## config.mk

```make
export PLATFORM = sky130hd
export DESIGN_NAME = wdt_top
export DESIGN_NICKNAME = d
export VERILOG_FILES = /design/src/rtl/wdt_pkg.sv /design/src/rtl/wdt_regs.sv /design/src/rtl/wdt_prescale.sv /design/src/rtl/wdt_counter.sv /design/src/rtl/wdt_pulse.sv /design/src/rtl/wdt_top.sv
export SDC_FILE = /design/constraint.sdc
export NUM_CORES = 1
export LEC_CHECK = 0
export ABC_AREA = 1
export BUFFER_PORTS_ARGS = -buffer_cell sky130_fd_sc_hd__buf_4
export CAP_MARGIN = 15
export CORE_UTILIZATION = 60
export CTS_CLUSTER_SIZE = 12
export DETAILED_ROUTE_END_ITERATION = 12
export PLACE_DENSITY = 0.81
export SLEW_MARGIN = 20
export SYNTH_ARGS = -nofsm -noshare
export SYNTH_HDL_FRONTEND = slang
export SYNTH_SLANG_ARGS = --single-unit
```

## constraint.sdc

```tcl
create_clock -name clk -period 2.4 [get_ports clk]
set_clock_uncertainty 0.1 [all_clocks]
set_input_delay 0.48 -clock clk [delete_from_list [all_inputs] [get_ports clk]]
set_output_delay 0.48 -clock clk [all_outputs]
set_load 0.01 [all_outputs]
```

## src/rtl/wdt_pkg.sv

```systemverilog
package wdt_pkg;
  localparam logic [7:0] ADR_CTRL = 8'h71;
  localparam logic [7:0] ADR_CFG  = 8'h72;
  localparam logic [7:0] ADR_CLO  = 8'h73;
  localparam logic [7:0] ADR_CHI  = 8'h74;

  localparam int CB_FORCE = 1;
  localparam int CB_STAT  = 0;
  localparam int CB_EN_LO = 4;   // enables in bits 7..4: ir, mouse, kbd, game

  localparam int FB_SEC = 7;
  localparam int FB_RST = 6;
  localparam int FB_PG  = 4;
endpackage

```

## src/rtl/wdt_regs.sv

```systemverilog
module wdt_regs
  import wdt_pkg::*;
#(
  parameter int CNT_W = 16
) (
  input  logic             clk,
  input  logic             rst_n,
  input  logic             bus_we,
  input  logic [7:0]       bus_addr,
  input  logic [7:0]       bus_wdata,
  output logic [7:0]       bus_rdata,
  input  logic [CNT_W-1:0] cnt,
  input  logic             expire,
  output logic [3:0]       src_en,
  output logic             sec_mode,
  output logic             rst_en,
  output logic             pg_en,
  output logic             load,
  output logic [CNT_W-1:0] load_val,
  output logic             force_exp,
  output logic             status
);
  localparam int HI_W = CNT_W - 8;

  logic [3:0] en_q;
  logic [7:0] cfg_q;
  logic       stat_q;
  logic [7:0] hi_rd;
  logic       wr_ctrl;

  assign wr_ctrl   = bus_we && (bus_addr == ADR_CTRL);
  assign load      = bus_we && (bus_addr == ADR_CLO);
  assign force_exp = wr_ctrl && bus_wdata[CB_FORCE];

  always_ff @(posedge clk or negedge rst_n) begin
    if (!rst_n) begin
      en_q   <= '0;
      cfg_q  <= '0;
      stat_q <= 1'b0;
    end else begin
      if (wr_ctrl) en_q <= bus_wdata[7:CB_EN_LO];
      if (bus_we && (bus_addr == ADR_CFG)) cfg_q <= bus_wdata;
      if (expire) stat_q <= 1'b1;
      else if (wr_ctrl) stat_q <= stat_q & bus_wdata[CB_STAT];
    end
  end

  generate
    if (HI_W > 0) begin : g_wide
      logic [HI_W-1:0] hi_q;
      always_ff @(posedge clk or negedge rst_n) begin
        if (!rst_n) hi_q <= '0;
        else if (bus_we && (bus_addr == ADR_CHI)) hi_q <= bus_wdata[HI_W-1:0];
      end
      assign load_val = {hi_q, bus_wdata};
      assign hi_rd    = 8'(cnt[CNT_W-1:8]);
    end else begin : g_narrow
      assign load_val = bus_wdata;
      assign hi_rd    = 8'h00;
    end
  endgenerate

  always_comb begin
    unique case (bus_addr)
      ADR_CTRL: bus_rdata = {en_q, 3'b000, stat_q};
      ADR_CFG:  bus_rdata = cfg_q;
      ADR_CLO:  bus_rdata = cnt[7:0];
      ADR_CHI:  bus_rdata = hi_rd;
      default:  bus_rdata = 8'h00;
    endcase
  end

  assign src_en   = en_q;
  assign sec_mode = cfg_q[FB_SEC];
  assign rst_en   = cfg_q[FB_RST];
  assign pg_en    = cfg_q[FB_PG];
  assign status   = stat_q;
endmodule

```

## src/rtl/wdt_prescale.sv

```systemverilog
module wdt_prescale #(
  parameter int TICKS_PER_MIN = 60
) (
  input  logic clk,
  input  logic rst_n,
  input  logic tick,
  input  logic sec_mode,
  input  logic restart,
  output logic step
);
  localparam int PW = (TICKS_PER_MIN > 2) ? $clog2(TICKS_PER_MIN) : 1;
  localparam logic [PW-1:0] LAST = PW'(TICKS_PER_MIN - 1);

  logic [PW-1:0] pre_q;

  assign step = tick && !restart && (sec_mode || (pre_q == LAST));

  always_ff @(posedge clk or negedge rst_n) begin
    if (!rst_n)                  pre_q <= '0;
    else if (restart || sec_mode) pre_q <= '0;
    else if (tick)               pre_q <= (pre_q == LAST) ? '0 : pre_q + 1'b1;
  end
endmodule

```

## src/rtl/wdt_counter.sv

```systemverilog
module wdt_counter #(
  parameter int CNT_W = 16
) (
  input  logic             clk,
  input  logic             rst_n,
  input  logic             load,
  input  logic [CNT_W-1:0] load_val,
  input  logic             reload,
  input  logic             step,
  input  logic             force_exp,
  output logic [CNT_W-1:0] cnt,
  output logic             running,
  output logic             expire
);
  logic [CNT_W-1:0] cnt_q, rl_q;

  assign running = (cnt_q != '0);
  assign expire  = force_exp ||
                   (running && step && !load && !reload && (cnt_q == CNT_W'(1)));

  always_ff @(posedge clk or negedge rst_n) begin
    if (!rst_n) begin
      cnt_q <= '0;
      rl_q  <= '0;
    end else begin
      if (load) rl_q <= load_val;
      if (force_exp)               cnt_q <= '0;
      else if (load)               cnt_q <= load_val;
      else if (reload && running)  cnt_q <= rl_q;
      else if (step && running)    cnt_q <= cnt_q - 1'b1;
    end
  end

  assign cnt = cnt_q;
endmodule

```

## src/rtl/wdt_pulse.sv

```systemverilog
module wdt_pulse #(
  parameter int RST_PULSE = 16
) (
  input  logic clk,
  input  logic rst_n,
  input  logic fire,
  input  logic rst_en,
  input  logic pg_en,
  output logic sys_rst,
  output logic pwr_ok
);
  localparam int PCW = $clog2(RST_PULSE + 1);

  logic [PCW-1:0] left_q;
  logic           rsel_q, psel_q;
  logic           active;

  always_ff @(posedge clk or negedge rst_n) begin
    if (!rst_n) begin
      left_q <= '0;
      rsel_q <= 1'b0;
      psel_q <= 1'b0;
    end else if (fire) begin
      left_q <= PCW'(RST_PULSE);
      rsel_q <= rst_en;
      psel_q <= pg_en;
    end else if (left_q != '0) begin
      left_q <= left_q - 1'b1;
    end
  end

  assign active  = (left_q != '0);
  assign sys_rst = rsel_q && active;
  assign pwr_ok  = !(psel_q && active);
endmodule

```

## src/rtl/wdt_top.sv

```systemverilog
module wdt_top #(
  parameter int CNT_W         = 16,
  parameter int TICKS_PER_MIN = 60,
  parameter int RST_PULSE     = 16
) (
  input  logic       clk,
  input  logic       rst_n,
  input  logic       bus_we,
  input  logic [7:0] bus_addr,
  input  logic [7:0] bus_wdata,
  output logic [7:0] bus_rdata,
  input  logic       sec_tick,
  input  logic       ir_stb,
  input  logic       mouse_stb,
  input  logic       kbd_stb,
  input  logic       gp_stb,
  output logic       sys_rst_o,
  output logic       pwr_ok_o
);
  logic [CNT_W-1:0] cnt_w, load_val_w;
  logic [3:0]       src_en_w;
  logic             sec_mode_w, rst_en_w, pg_en_w;
  logic             load_w, force_w, status_w;
  logic             act_w, step_w, running_w, expire_w;

  // enable order matches control bits 7..4: ir, mouse, kbd, game
  assign act_w = |(src_en_w & {ir_stb, mouse_stb, kbd_stb, gp_stb});

  wdt_regs #(.CNT_W(CNT_W)) u_regs (
    .clk(clk), .rst_n(rst_n),
    .bus_we(bus_we), .bus_addr(bus_addr), .bus_wdata(bus_wdata),
    .bus_rdata(bus_rdata), .cnt(cnt_w), .expire(expire_w),
    .src_en(src_en_w), .sec_mode(sec_mode_w), .rst_en(rst_en_w),
    .pg_en(pg_en_w), .load(load_w), .load_val(load_val_w),
    .force_exp(force_w), .status(status_w)
  );

  wdt_prescale #(.TICKS_PER_MIN(TICKS_PER_MIN)) u_pre (
    .clk(clk), .rst_n(rst_n), .tick(sec_tick), .sec_mode(sec_mode_w),
    .restart(load_w || (act_w && running_w)), .step(step_w)
  );

  wdt_counter #(.CNT_W(CNT_W)) u_cnt (
    .clk(clk), .rst_n(rst_n), .load(load_w), .load_val(load_val_w),
    .reload(act_w), .step(step_w), .force_exp(force_w),
    .cnt(cnt_w), .running(running_w), .expire(expire_w)
  );

  wdt_pulse #(.RST_PULSE(RST_PULSE)) u_pulse (
    .clk(clk), .rst_n(rst_n), .fire(expire_w), .rst_en(rst_en_w),
    .pg_en(pg_en_w), .sys_rst(sys_rst_o), .pwr_ok(pwr_ok_o)
  );
endmodule

```

=== After elaboration in Yosys (flattened, before gate mapping) ===
Index checks and enable logic that the tools add are counted.

* ROM bits: 0
* Memory bits (writable): 0
* Flip-flop bits (word level): 66
* Word-level logic and storage cells: 62
* Bits in latches: 0
* Memories: 0

* Mux-type cells: 12
* Multiply operators: 0
* Div/mod/pow operators: 0
* Magnitude comparators: 0
* Reductions and logical operators: 29
* Bitwise logic cells: 2
* Equal/unequal tests: 6
* $add $sub $neg: 3
* Shift-type cells: 0

{| class="wikitable"
|+ Operator list
! operator !! count
|-
| $mux 16 || 4
|-
| $eq 8x7->1 const B || 4
|-
| $pmux 8 s4 || 1
|-
| $mux 6 || 3
|-
| $eq 16x1->1 const B || 1
|-
| $reduce_bool 16->1 || 1
|-
| $sub 16x1->16 const B || 1
|-
| $logic_and 1x1->1 || 14
|-
| $mux 5 || 2
|-
| $add 6x1->6 const B || 1
|-
| $eq 6x6->1 const B || 1
|-
| $reduce_bool 2->1 || 3
|-
| $reduce_bool 5->1 || 1
|-
| $sub 5x1->5 const B || 1
|-
| $and 4x4->4 || 1
|-
| $logic_not 1->1 || 4
|-
| $logic_or 1x1->1 || 4
|-
| $reduce_bool 4->1 || 1
|-
| $reduce_or 4->1 || 1
|-
| $mux 1 || 2
|-
| $and 1x1->1 || 1
|}

=== Depth between registers and ports, before layout ===
Gate-level depths: netlist of the first run.

* Depth in word-level cells: 13
* Depth in mapped cells: 12

=== Cells and area by module ===
Synthesis of the first run repeated with hierarchy kept, for this count alone.

* Cells, all modules: 570
* Area total of the unflattened synthesis: 4,194.0 um2

{| class="wikitable"
|+ Modules (own cells, without submodules)
! module !! cells each !! sequential area each (um2) !! instances !! area each (um2)
|-
| wdt_counter || 295 || 800.8 || 1 || 1,998.2
|-
| wdt_regs || 166 || 525.5 || 1 || 1,371.3
|-
| wdt_prescale || 57 || 150.1 || 1 || 439.2
|-
| wdt_pulse || 42 || 175.2 || 1 || 344.1
|-
| wdt_top || 10 || 0.0 || 1 || 41.3
|}

=== Worst setup path before layout of the first run ===
Ideal clock, no wire load.

* Path kind: in2out
* Start: input bus_addr[7]
* End: output bus_rdata[0]
* Data arrival time: 1.313 ns
* Buffers on the path: 0
* Slack: 0.507 ns
* Stages on the path: 7
* Cells stage by stage: inv_1 nand2_1 nor2_4 nand4_1 o21ai_0 a21oi_1 o21ai_0

* Cells in the longest elaborated chain, start to end: 2

{| class="wikitable"
|+ Ends and longest elaborated chain
! item !! RTL line !! source
|-
| from (decl) || wdt_top.sv:9 || <nowiki>input logic [7:0] bus_addr,</nowiki>
|-
| $eq 8x7->1 || wdt_regs.sv:64 || <nowiki>unique case (bus_addr)</nowiki>
|-
| $pmux 8 s4 * || wdt_regs.sv:64 ||
|-
| to (decl) || wdt_top.sv:11 || <nowiki>output logic [7:0] bus_rdata,</nowiki>
|}

Every way passes the cells marked *; elsewhere a longest branch is shown, timed or not.

=== Worst setup path after layout of the first run ===
* Start: register u_cnt.cnt_q[0], in the netlist u_cnt.cnt[0]
* End: register u_pre.pre_q[0]

* Cells in the longest elaborated chain, start to end: 5

{| class="wikitable"
|+ Ends and longest elaborated chain
! item !! RTL line !! source
|-
| from (decl) || wdt_counter.sv:15 || <nowiki>logic [CNT_W-1:0] cnt_q, rl_q;</nowiki>
|-
| from (signal assigned) || wdt_counter.sv:28 || <nowiki>else if (load) cnt_q <= load_val;</nowiki>
|-
| from (signal assigned) || wdt_counter.sv:29 || <nowiki>else if (reload && running) cnt_q <= rl_q;</nowiki>
|-
| from (signal assigned) || wdt_counter.sv:30 || <nowiki>else if (step && running) cnt_q <= cnt_q - 1'b1;</nowiki>
|-
| $reduce_bool 16->1 * || wdt_counter.sv:17 || <nowiki>assign running = (cnt_q != '0);</nowiki>
|-
| $logic_and 1x1->1 * || wdt_top.sv:40 || <nowiki>.restart(load_w || (act_w && running_w)), .step(step_w)</nowiki>
|-
| $logic_or 1x1->1 * || wdt_top.sv:40 ||
|-
| $logic_or 1x1->1 * || wdt_prescale.sv:20 || <nowiki>else if (restart || sec_mode) pre_q <= '0;</nowiki>
|-
| $mux 6 or $reduce_bool 2->1 (tied branches) || - ||
|-
| to (signal assigned) || wdt_prescale.sv:21 || <nowiki>else if (tick) pre_q <= (pre_q == LAST) ? '0 : pre_q + 1'b1;</nowiki>
|-
| to (decl) || wdt_prescale.sv:14 || <nowiki>logic [PW-1:0] pre_q;</nowiki>
|}

Marks and branches as above.
A chain may end at the register's enable or synchronous reset.

==> results of run 1 <==
layout by cell type (no fill, tap or decap), types with 2 or more instances in the layout:
| cell type | synthesis | routed |
|---|---|---|
| nand3_1 | 54 | 54 |
| ha_1 | 5 | 5 |
| xor2_1 | 9 | 9 |
| nor3_1 | 2 | 2 |
| inv_1 | 73 | 73 |
| clkbuf_8 | 0 | 10 |
| nor3_4 | 2 | 2 |
| or2_2 | 7 | 7 |
| nand2_8 | 2 | 2 |
| buf_4 | 2 | 40 |
| clkinv_2 | 0 | 2 |
| o221ai_1 | 3 | 3 |
| o21ai_1 | 1 | 2 |
| dfrtp_1 | 66 | 66 |
| nor2_4 | 5 | 5 |
| o21ai_0 | 33 | 32 |
| nand4_1 | 4 | 4 |
| o21a_1 | 13 | 13 |
| nand2_1 | 176 | 176 |
| buf_12 | 0 | 2 |
| nand2_2 | 3 | 3 |
| a21oi_1 | 8 | 8 |
| xnor2_1 | 3 | 3 |
| nor2_8 | 2 | 2 |
| nor2_1 | 42 | 42 |
| clkbuf_1 | 2 | 2 |
| nor2_2 | 3 | 3 |
logic make-up (layout without fill, tap and decap cells):
kind of cell,after synthesis,count (layout),synth area share [%]
AND/OR/NAND/NOR,307,307,36.2
buffers and inverters,85,133,8.76
flip-flops,66,66,42.2
AO/OA/AOI/OAI,58,58,8.54
XOR/XNOR,12,12,2.69
adder cells (fa/ha/maj),5,5,1.60
through the flow:
step	worst slack, ns	utilization [%]	std cells	hold slack [ns]
after CTS	0.164	71.0	658	0.248
after floorplan	0.507	-	533	0.0844
after global placement	0.244	68.0	642	0.296
after global routing	0.0183	71.0	658	0.271
final	0.163	71.0	658	0.256
after detailed placement	0.184	68.0	642	0.300
synth_stat cells (3+ instances only):
library cell    n
ha_1            5
inv_1          73
nand2_2         3
nand4_1         4
a21oi_1         8
nand2_1       176
or2_2           7
nand3_1        54
o221ai_1        3
nor2_1         42
buf_2           5
o21ai_0        33
xnor2_1         3
xor2_1          9
nor2_4          5
dfrtp_1        66
o21a_1         13
nor2_2          3
path summary, 6_finish.rpt:
path                                                           to  slack (ns)  cells after the start
worst max-delay path                   u_pre.pre_q[0]$_DFFE_PN0P_        0.16                     11
worst min-delay path            u_regs.g_wide.hi_q[1]$_DFFE_PN0P_        0.26                      3
worst max register to register         u_pre.pre_q[0]$_DFFE_PN0P_        0.16                     11
worst min register to register           u_cnt.cnt[1]$_DFFE_PN0P_        0.39                      2
max in group asynchronous             u_regs.cfg_q[7]$_DFFE_PN0P_        1.17                      3
min in group asynchronous           u_pulse.left_q[0]$_DFFE_PN0P_        0.48                      2
metal layers:
layer | wire length, um | share of wire, % | track usage [%]
met5 | 0 | 0 | 0
met3 | 779 | 7.9 | 6.81
met1 | 4530 | 46 | 45.6
met2 | 4360 | 44 | 47.5
met4 | 170 | 1.7 | 13.3
worst reg2reg max path, delay by kind of cell, from the launching register on:
family,cells,cell delay [ns]
buffers and inverters,1,0.15
adder cells (fa/ha/maj),1,0.25
flip-flops,1,0.44
AND/OR/NAND/NOR,9,1.18
repair_timing:
action	4_1_cts	5_1_grt
setup endpoints to repair	0	1
resized for setup	0	1
hold buffers	1	0
hold endpoints to repair	20	0
setup buffers	0	0
area by class of cell:
type | count | share of cell area (%)
timing repair buffer | 43 | 7.81
multi-input combinational | 382 | 42.8
clock buffer | 12 | 3.24
sequential | 66 | 36.8
tap | 77 | 2.15
inverter | 75 | 6.33
clock inverter | 3 | 0.893
state kept, by name, indices dropped and copies added, names as in the netlist:
register / flops
u_regs.status: 1
u_pulse.rsel_q: 1
u_cnt.rl_q: 16
u_cnt.cnt: 16
u_regs.cfg_q: 8
u_regs.g_wide.hi_q: 8
u_regs.src_en: 4
u_pre.pre_q: 6
u_pulse.left_q: 5
u_pulse.psel_q: 1
power breakdown:
part | internal, mW | switching, mW
clock | 0.500 | 0.408
combinational | 0.566 | 0.907
sequential | 1.34 | 0.242
total | 2.41 | 1.56
==> qor.txt, run 1 <==
CP delay by family, top: simple AND/OR/NAND/NOR gates
grt ovf: 0
DR DRC count: 0
Final Hold Viols: 0
Register Area: 0.00165 mm^2
slowest stage delay, CP: 0.44 ns
# fillers: 533
unrepaired setup endpoints after global routing: no
maximum vdd drop: 0.567 mV
Multi-input gate area: 0.00192 mm^2
Final nets: 606
CP required: 2.53 ns
Synth area leaders: dfrtp_1 (42%), nand2_1 (17%), inv_1 (7.0%), nand3_1 (6.9%), o21ai_0 (4.2%)
CTS H-Tree Depth: 3
Detailed Place HPWL: 7.34 mm
io pins: 34
Worst Path Arrival: 2.36 ns
Skew-Pair Late Insertion Delay: 0.34 ns
Max-slew headroom: 75.8%
Post-Route WL: 9.84 mm
flops & latches, synth: 66
Syn Area/Cell: 7.34 um^2
Synthesized Nets: 562
pwr dens: 884 mW/mm^2
root buffer cell: clkbuf_8
drt wl/cell: 14.9 um
Post-synth top flop: dfrtp_1
Crit path buffers/inverters: 1
clk buf depth: 2
Seq/Total Area, Yosys: 42.2%
status: completed
largest net degree at the start of global routing: 32
first-pass GRT wire length: 15.9 mm
Finished Cell Area: 0.00449 mm^2
slowest stage cell, crit path: dfrtp_1
worst slew pin tran: 0.360 ns
Synth cell types: 33
EDFF count, synth: 0
Post-DRT Antenna Nets: 0
CTS sink count: 66
Synth Instances: 533
worst reg2reg path startpoint: u_cnt.cnt[0]$_DFFE_PN0P_
post-synth top area share: 42.2%
Max Slew Vio Count: 0
row count: 29
vias: 3,600
Total Routing Usage GR: 32.2%
initial antenna violation count: 0
setup violators final: 0
worst-path maximum fanout: 18
fmax: 0.447 GHz
vias in the first global route: 3,279
HP Class: in2reg
crit path cell chain: inv_1 > ha_1 > nand2_2 > nor2_4 > nand2_4 > nand2_8 > nand2_8 > nor2_4 > nand2_1 > nor2_1 > nor2_1
die height: 82.8 um
Crit Path Category: reg2reg
Static Leak: 2.43 nW
post-layout min period: 2.24 ns
Clock Pin Slew Worst Setup and Hold Paths: 0.07 ns
RePlAce Congestion: 1.06
PortBufs: 33
DRT iter0 DRCs: 363
crit share post-route: 93.2%
layout cells sized above 1: 14.3%
crit start category: flop
Min-Delay Startpoint: bus_wdata[1]
Synth Cell Area: 0.00391 mm^2
Starting Density: 62.0%
async set-or-reset flop fraction in the synthesized netlist: 100%
max cap viols: 0
Die ar.: 0.00685 mm^2
TritonRoute pass-1 iters: 7
TritonCTS clock tree: built
# diodes: 0
overall power: 3.96 mW
TNS Setup: 0 ns
core area: 0.00631 mm^2
Die X-Extent: 82.8 um
Area Overhead vs Synth: 14.6%
crit path capture type: flop
area leader, netlist: dfrtp_1
Crit. Startpoint: u_cnt.cnt[0]$_DFFE_PN0P_
DP Area: 0.00429 mm^2
Synth warnings: 0
vias per cell: 5.47
Num CTS Buffers: 9
(Power assumes the default switching activity.)
==> inputs of run 2 (changes only) <==
--- a/config.mk
+++ b/config.mk
@@ -5,7 +5,7 @@
 export SDC_FILE = /design/constraint.sdc
 export NUM_CORES = 1
 export LEC_CHECK = 0
-export ABC_AREA = 1
+export ABC_AREA = 0
 export BUFFER_PORTS_ARGS = -buffer_cell sky130_fd_sc_hd__buf_4
 export CAP_MARGIN = 15
 export CORE_UTILIZATION = 60
==> run 2 against run 1 <==
Net effect: the flow now finishes with violations (negative setup slack); worst hold slack worse by 0.12 ns; cell area up 5.2%; fmax shrank 9.5%; synthesized area down 1.7%; routed wire length up 18%; via count decreased by 1.4%; critical path type is now in2out; largest cell class unchanged.
==> qor.txt, run 2 <==
Synthesized Nets: 419 (-25%)
Post-Route WL: 11.6 mm (+18%)
CTS sink count: 66 (unchanged)
# diodes: 0 (unchanged)
# fillers: 413 (-23%)
Crit Path Category: in2out
clk buf depth: 2 (unchanged)
area leader, netlist: dfrtp_1
worst-path maximum fanout: 5 (-13)
largest net degree at the start of global routing: 67 (+110%)
Worst Path Arrival: 1.89 ns (-0.47 ns)
post-place setup slack: -0.0752 ns (-0.260 ns)
async set-or-reset flop fraction in the synthesized netlist: 100% (unchanged)
post-synth top area share: 42.9% (+0.71 points)
Max Slew Vio Count: 0 (unchanged)
FF-to-FF setup slack: 0.08 ns (-0.08 ns)
Final Hold Viols: 0 (unchanged)
crit share post-route: 103% (+9.8 points)
most frequent cells in the layout: nand2_1 (79), buf_4 (74), dfrtp_1 (66), nor2_1 (26), a21oi_1 (15)
status: finished with violations
io pins: 34 (unchanged)
Post-DRT Antenna Nets: 0 (unchanged)
worst setup margin: -0.0709 ns (-0.234 ns)
Syn Area/Cell: 9.87 um^2 (+34%)
PortBufs: 33 (unchanged)
Final nets: 493 (-19%)
maximum vdd drop: 0.719 mV (+27%)
root buffer cell: clkbuf_8
Skew-Pair Late Insertion Delay: 0.35 ns (about the same)
vias in the first global route: 3,476 (+6.0%)
Non-Filler Instances: 544 (-17%)
layout cells sized above 1: 29.2% (+15 points)
TritonRoute pass-1 iters: 5 (-2)
Synth area leaders: dfrtp_1 (43%), nand2_1 (7.7%), mux2_4 (3.9%), nor2_1 (2.5%), mux2_1 (2.3%)
worst r2r path cells: 6 (-5)
crit path capture type: output pin
Synth top cells by count: nand2_1 (79), dfrtp_1 (66), nor2_1 (26)
unrepaired setup endpoints after global routing: yes
pwr dens: 914 mW/mm^2 (+3.5%)
initial antenna violation count: 0 (unchanged)
Clock Pin Slew Worst Setup and Hold Paths: 0.07 ns (about the same)
Total Routing Usage GR: 38.0% (+5.9 points)
DRT iter0 DRCs: 560 (+54%)
Starting Density: 63.5% (+1.5 points)
CTS H-Tree Depth: 3 (unchanged)
flops & latches, synth: 66 (unchanged)
first-pass GRT wire length: 18.3 mm (+15%)
Placed Instances: 526 (-18%)
vias per cell: 6.52 (+19%)
core area: 0.00606 mm^2 (-4.0%)
Hold Slack: 0.137 ns (-0.120 ns)
Area Overhead vs Synth: 22.7%
TritonCTS clock tree: built
CP required: 1.82 ns (-0.71 ns)
die height: 82.1 um (-0.82%)
drt wl/cell: 21.4 um (+43%)
row count: 28 (-3.4%)
fmax: 0.405 GHz (-9.5%)
crit start category: primary input
CTS Hold Bufs: 0 (-1)
setup violators final: 7 (+7)
Seq/Total Area, Yosys: 42.9% (+0.71 points)
max cap viols: 0 (unchanged)
DR DRC count: 0 (unchanged)
Synth Cell Area: 0.00385 mm^2 (-1.7%)
Synth warnings: 0 (unchanged)
Post-synth top flop: dfrtp_1
Die ar.: 0.00674 mm^2 (-1.6%)
Synth cell types: 73 (+120%)
Die X-Extent: 82.1 um (-0.82%)
worst slew pin tran: 0.837 ns (+0.477 ns)
grt ovf: 0 (unchanged)
Static Leak: 2.30 nW (-5.5%)
Num CTS Buffers: 9 (unchanged)
post-layout min period: 2.47 ns (+0.234 ns)
final core area utilization: 77.9% (+6.8 points)
failing checks: negative setup slack
worst reg2reg path startpoint: u_cnt.cnt[1]$_DFFE_PN0P_
EDFF count, synth: 0 (unchanged)
overall power: 4.31 mW (+8.8%)
vias: 3,548 (-1.4%)
Synth Instances: 390 (-27%)
RR Endpoint: u_cnt.cnt[7]$_DFFE_PN0P_
top-count cell post-synth: nand2_1
commonest non-fill, non-tap cell in the layout: nand2_1
HP Class: in2async
Max-slew headroom: 44.2% (-32 points)
Detailed Place HPWL: 8.29 mm (+13%)
RePlAce Congestion: 0.997 (-6.1%)
## run 2: cell count changes after synthesis, sizes merged, moves of 7 or more
cell,previous run,this run
mux2,0,23
or3,0,8
nor2,52,27
nand2,182,83
o211ai,0,8
inv,75,4
nor3,4,13
o21ai,34,14
a21oi,8,15
or2,7,0
nand3,55,11
o21a,13,2
## run 2: how the worst max path moves through the flow
stage | startpoint | to | slack (ns) | cells after the start
final | bus_addr[7] | bus_rdata[5] | -0.07 | 8
after global routing | bus_addr[7] | bus_rdata[5] | -0.12 | 8
after CTS | bus_addr[3] | bus_rdata[5] | -0.04 | 8
after detailed placement | bus_addr[7] | bus_rdata[4] | -0.08 | 8
after global placement | bus_addr[7] | bus_rdata[5] | -0.03 | 8
after floorplan | bus_addr[7] | bus_rdata[4] | 0.06 | 5
## run 2: routing by layer
metal	track usage [%]	part of all wire [%]	vias to the layer above
li1	-	-	1581
met1	51.1	42	1714
met2	58.4	46	207
met3	7.00	8.6	46
met4	19.1	3.8	0
met5	0	0	-
## run 2: layout make-up
class	instances	area, um^2	share of cell area, %
multi-input combinational	302	2120	44.9
sequential	66	1650	35.0
timing repair buffer	81	628	13.3
clock buffer	12	135	2.86
tap	75	93.8	1.99
clock inverter	4	76.3	1.62
inverter	4	15.0	0.318
## run 2: stage by stage
step / setup TNS (ns) / cell area, um^2
floorplan: 0 / 3850
global placement: -0.0698 / 4430
detailed placement: -0.339 / 4430
CTS: -0.237 / 4690
global route: -0.742 / 4720
finish: -0.348 / 4720
## run 2: kinds of logic (layout without fill, tap and decap cells)
kind of cell    after synthesis  after routing  share of synthesized area, %
xor+xnor                      8              8                          1.82
fa+ha+maj                     5              5                          1.63
simple gates                183            183                          26.3
flops                        66             66                          42.9
compound gates               82             82                          16.3
mux                          24             24                          7.97
buf+inv                      22            101                          3.09
## run 2: critical path, cell delays in order
cell and delay (ns):
buf_6 0.09, and4bb_4 0.36, nand2_4 0.08, nor4b_4 0.31, buf_6 0.17, a22o_1 0.15
a221o_1 0.14, buf_6 0.11
## run 2: timing repair
item	4_1_cts	5_1_grt
endpoints found under the setup margin	10	13
setup buffers	1	0
resized for setup	10	6
pin swaps	6	4
cloned	1	0
## run 2: power breakdown
| group | switching [mW] | total, mW | internal [mW] |
|---|---|---|---|
| sequential | 0.301 | 1.64 | 1.33 |
| combinational | 0.856 | 1.64 | 0.788 |
| clock | 0.447 | 1.04 | 0.588 |
==> inputs of run 3 (changes only) <==
--- a/config.mk
+++ b/config.mk
@@ -15,4 +15,5 @@
 export SLEW_MARGIN = 20
 export SYNTH_ARGS = -nofsm -noshare
 export SYNTH_HDL_FRONTEND = slang
+export SYNTH_HIERARCHICAL = 1
 export SYNTH_SLANG_ARGS = --single-unit
==> run 3 against run 2 <==
Net effect: the flow still finishes with violations (negative setup slack); critical path depth rose by 2; flip-flop and latch count did not move; combinational power down 9.8%; clock power hardly changed; critical path type is now reg2reg; critical endpoint is now u_pulse/psel_q$_DFFE_PN0P_.
==> qor.txt, run 3 <==
TritonCTS clock tree: built
Final nets: 505 (+2.4%)
Die ar.: 0.00665 mm^2 (-1.3%)
met3 routed WL: 869 um (-13%)
DRT iter0 DRCs: 372 (-34%)
top routing layer in use: met4
crit start category: flop
commonest non-fill, non-tap cell in the layout: buf_4
drt wl/cell: 20.9 um (-2.0%)
worst slew pin tran: 0.811 ns (-0.0258 ns)
grt ovf: 0 (unchanged)
Skew-Pair Late Insertion Delay: 0.35 ns (about the same)
Clock Pin Slew Worst Setup and Hold Paths: 0.07 ns (about the same)
flops & latches, synth: 66 (unchanged)
Synth area leaders: dfrtp_1 (43%), mux2_2 (7.7%), nand2_1 (2.9%), o21ai_0 (2.5%), inv_1 (2.2%)
Seq/Total Area, Yosys: 43.5% (+0.57 points)
slowest stage cell, crit path: or4_4
crit share post-route: 125% (+22 points)
worst r2r path cells: 10 (+4)
Synthesized Nets: 406 (-3.1%)
PortBufs: 33 (unchanged)
Total Routing Usage GR: 35.2% (-2.8 points)
Max Slew Vio Count: 0 (unchanged)
Max-slew headroom: 45.9% (+1.7 points)
slowest stage delay, CP: 0.53 ns (+0.17 ns)
setup violators final: 32 (+25)
Synth Cell Area: 0.00380 mm^2 (-1.3%)
Syn Area/Cell: 10.0 um^2 (+1.8%)
top-count cell post-synth: dfrtp_1
crit path capture type: flop
maximum vdd drop: 0.568 mV (-21%)
HP Class: in2async
Levels on crit path: 10 (+2)
vias per cell: 6.64 (+1.8%)
status: finished with violations
root buffer cell: clkbuf_8
CP delay by family, top: simple AND/OR/NAND/NOR gates
Final Hold Viols: 0 (unchanged)
Area Overhead vs Synth: 34.7%
CTS sink count: 66 (unchanged)
M1 WL: 4.68 mm (-4.3%)
# diodes: 0 (unchanged)
RePlAce Congestion: 1.04 (+3.9%)
max cap viols: 0 (unchanged)
CTS H-Tree Depth: 3 (unchanged)
area leader, netlist: dfrtp_1
Num CTS Buffers: 9 (unchanged)
crit path cell chain: inv_2 > ha_4 > or3b_4 > or4_4 > a21o_1 > nor3b_4 > nand2_2 > nor4_2 > a31o_2 > mux2_4
TritonRoute pass-1 iters: 5 (unchanged)
Synth Instances: 378 (-3.1%)
Starting Density: 63.0% (-0.46 points)
vias: 3,697 (+4.2%)
Crit path buffers/inverters: 1 (-2)
Post-Route WL: 11.7 mm (+0.32%)
final core area utilization: 84.9% (+7.0 points)
Crit Path Category: reg2reg
io pins: 34 (unchanged)
row count: 28 (unchanged)
worst setup margin: -0.599 ns (-0.529 ns)
Worst Path Arrival: 3.14 ns (+1.25 ns)
Post-DRT Antenna Nets: 0 (unchanged)
routed wl met2: 5.61 mm (+5.9%)
Post-synth top flop: dfrtp_1
die height: 81.6 um (-0.63%)
CP required: 2.54 ns (+0.72 ns)
largest net degree at the start of global routing: 67 (unchanged)
EDFF count, synth: 0 (unchanged)
DP Area: 0.00456 mm^2 (+3.0%)
Synth top cells by count: dfrtp_1 (66), nand2_1 (29), mux2_2 (26)
post-layout min period: 3.00 ns (+0.529 ns)
async set-or-reset flop fraction in the synthesized netlist: 100% (unchanged)
DR DRC count: 0 (unchanged)
clk buf depth: 2 (unchanged)
Static Leak: 2.36 nW (+2.6%)
unrepaired setup endpoints after global routing: yes
post-synth top area share: 43.5% (+0.57 points)
# fillers: 316 (-23%)
Synth cell types: 72 (-1.4%)
initial antenna violation count: 0 (unchanged)
vias in the first global route: 3,535 (+1.7%)
core area: 0.00603 mm^2 (-0.58%)
Die X-Extent: 81.6 um (-0.63%)
pwr dens: 779 mW/mm^2 (-15%)
Detailed Place HPWL: 7.87 mm (-5.1%)
first-pass GRT wire length: 17.1 mm (-6.5%)
most frequent cells in the layout: buf_4 (105), dfrtp_1 (66), nand2_1 (27), mux2_2 (26), inv_1 (18)
failing checks: negative setup slack
fmax: 0.333 GHz (-18%)
layout cells sized above 1: 43.8% (+15 points)
Synth warnings: 6 (+6)
worst-path maximum fanout: 3 (-2)
Finished Cell Area: 0.00512 mm^2 (+8.4%)
-- run 3: final timing paths --
path / startpoint / to / slack [ns]
worst max-delay path: u_cnt/cnt[0]$_DFFE_PN0P_ / u_pulse/psel_q$_DFFE_PN0P_ / -0.60
worst min-delay path: rst_n / u_cnt/rl_q[0]$_DFFE_PN0P_ / 0.12
worst max register to register: u_cnt/cnt[0]$_DFFE_PN0P_ / u_pulse/psel_q$_DFFE_PN0P_ / -0.60
worst min register to register: u_cnt/rl_q[8]$_DFFE_PN0P_ / u_cnt/rl_q[8]$_DFFE_PN0P_ / 0.41
max in group asynchronous: rst_n / u_cnt/rl_q[4]$_DFFE_PN0P_ / 1.55
min in group clk: bus_wdata[5] / u_regs/g_wide.hi_q[5]$_DFFE_PN0P_ / 0.29
-- run 3: through the flow --
stage	hold WS (ns)	std cells	total power, mW	setup WS [ns]	setup TNS (ns)
2_1_floorplan	0.0844	378	2.17	-1.07	-19.27
3_3_place_gp	0.386	529	2.66	-0.500	-11.18
3_5_place_dp	0.395	529	2.72	-0.596	-12.87
4_1_cts	0.142	552	3.88	-0.526	-10.46
5_1_grt	0.202	557	4.17	-0.689	-15.08
6_report	0.121	557	3.99	-0.599	-12.82
-- run 3: worst reg2reg max path, stage by stage (launching register included) --
cell	delay (ns)
dfrtp_1	0.39
inv_2	0.08
ha_4	0.13
or3b_4	0.37
or4_4	0.53
a21o_1	0.22
nor3b_4	0.26
nand2_2	0.09
nor4_2	0.14
a31o_2	0.25
mux2_4	0.32
-- run 3: repair_timing --
item | CTS | global route
hold buffers | 0 | 0
pin swaps | 5 | 5
resized for setup | 26 | 29
setup endpoints to repair | 40 | 43
setup buffers | 8 | 5
hold endpoints to repair | 0 | 0
-- run 3: area by class of cell --
class / instances / area [um^2] / share of cell area (%)
clock buffers: 11 / 141 / 2.76
clock inverters: 5 / 77.6 / 1.52
inverters: 23 / 86.3 / 1.69
multi-input cells: 261 / 2150 / 42.0
flip-flops and latches: 66 / 1650 / 32.3
well taps: 75 / 93.8 / 1.83
repair buffers: 116 / 916 / 17.9
-- run 3: cells by family after synthesis --
group	Yosys count	synth area share (%)
multiplexers	36	10.4
adder cells (fa/ha/maj)	4	1.32
AND/OR/NAND/NOR	122	18.5
XOR/XNOR	6	1.38
flip-flops	66	43.5
buffers and inverters	51	6.26
AO/OA/AOI/OAI	93	18.6
-- run 3: where the power goes --
| group | switching (mW) | total, mW | internal, mW |
|---|---|---|---|
| clock | 0.435 | 1.05 | 0.610 |
| sequential | 0.156 | 1.46 | 1.30 |
| combinational | 0.772 | 1.48 | 0.710 |
-- run 3: routing by layer --
metal	global-route usage, %	vias up
met4	20.5	0
met5	0	-
met2	55.6	232
li1	-	1607
met1	45.3	1803
met3	6.33	55
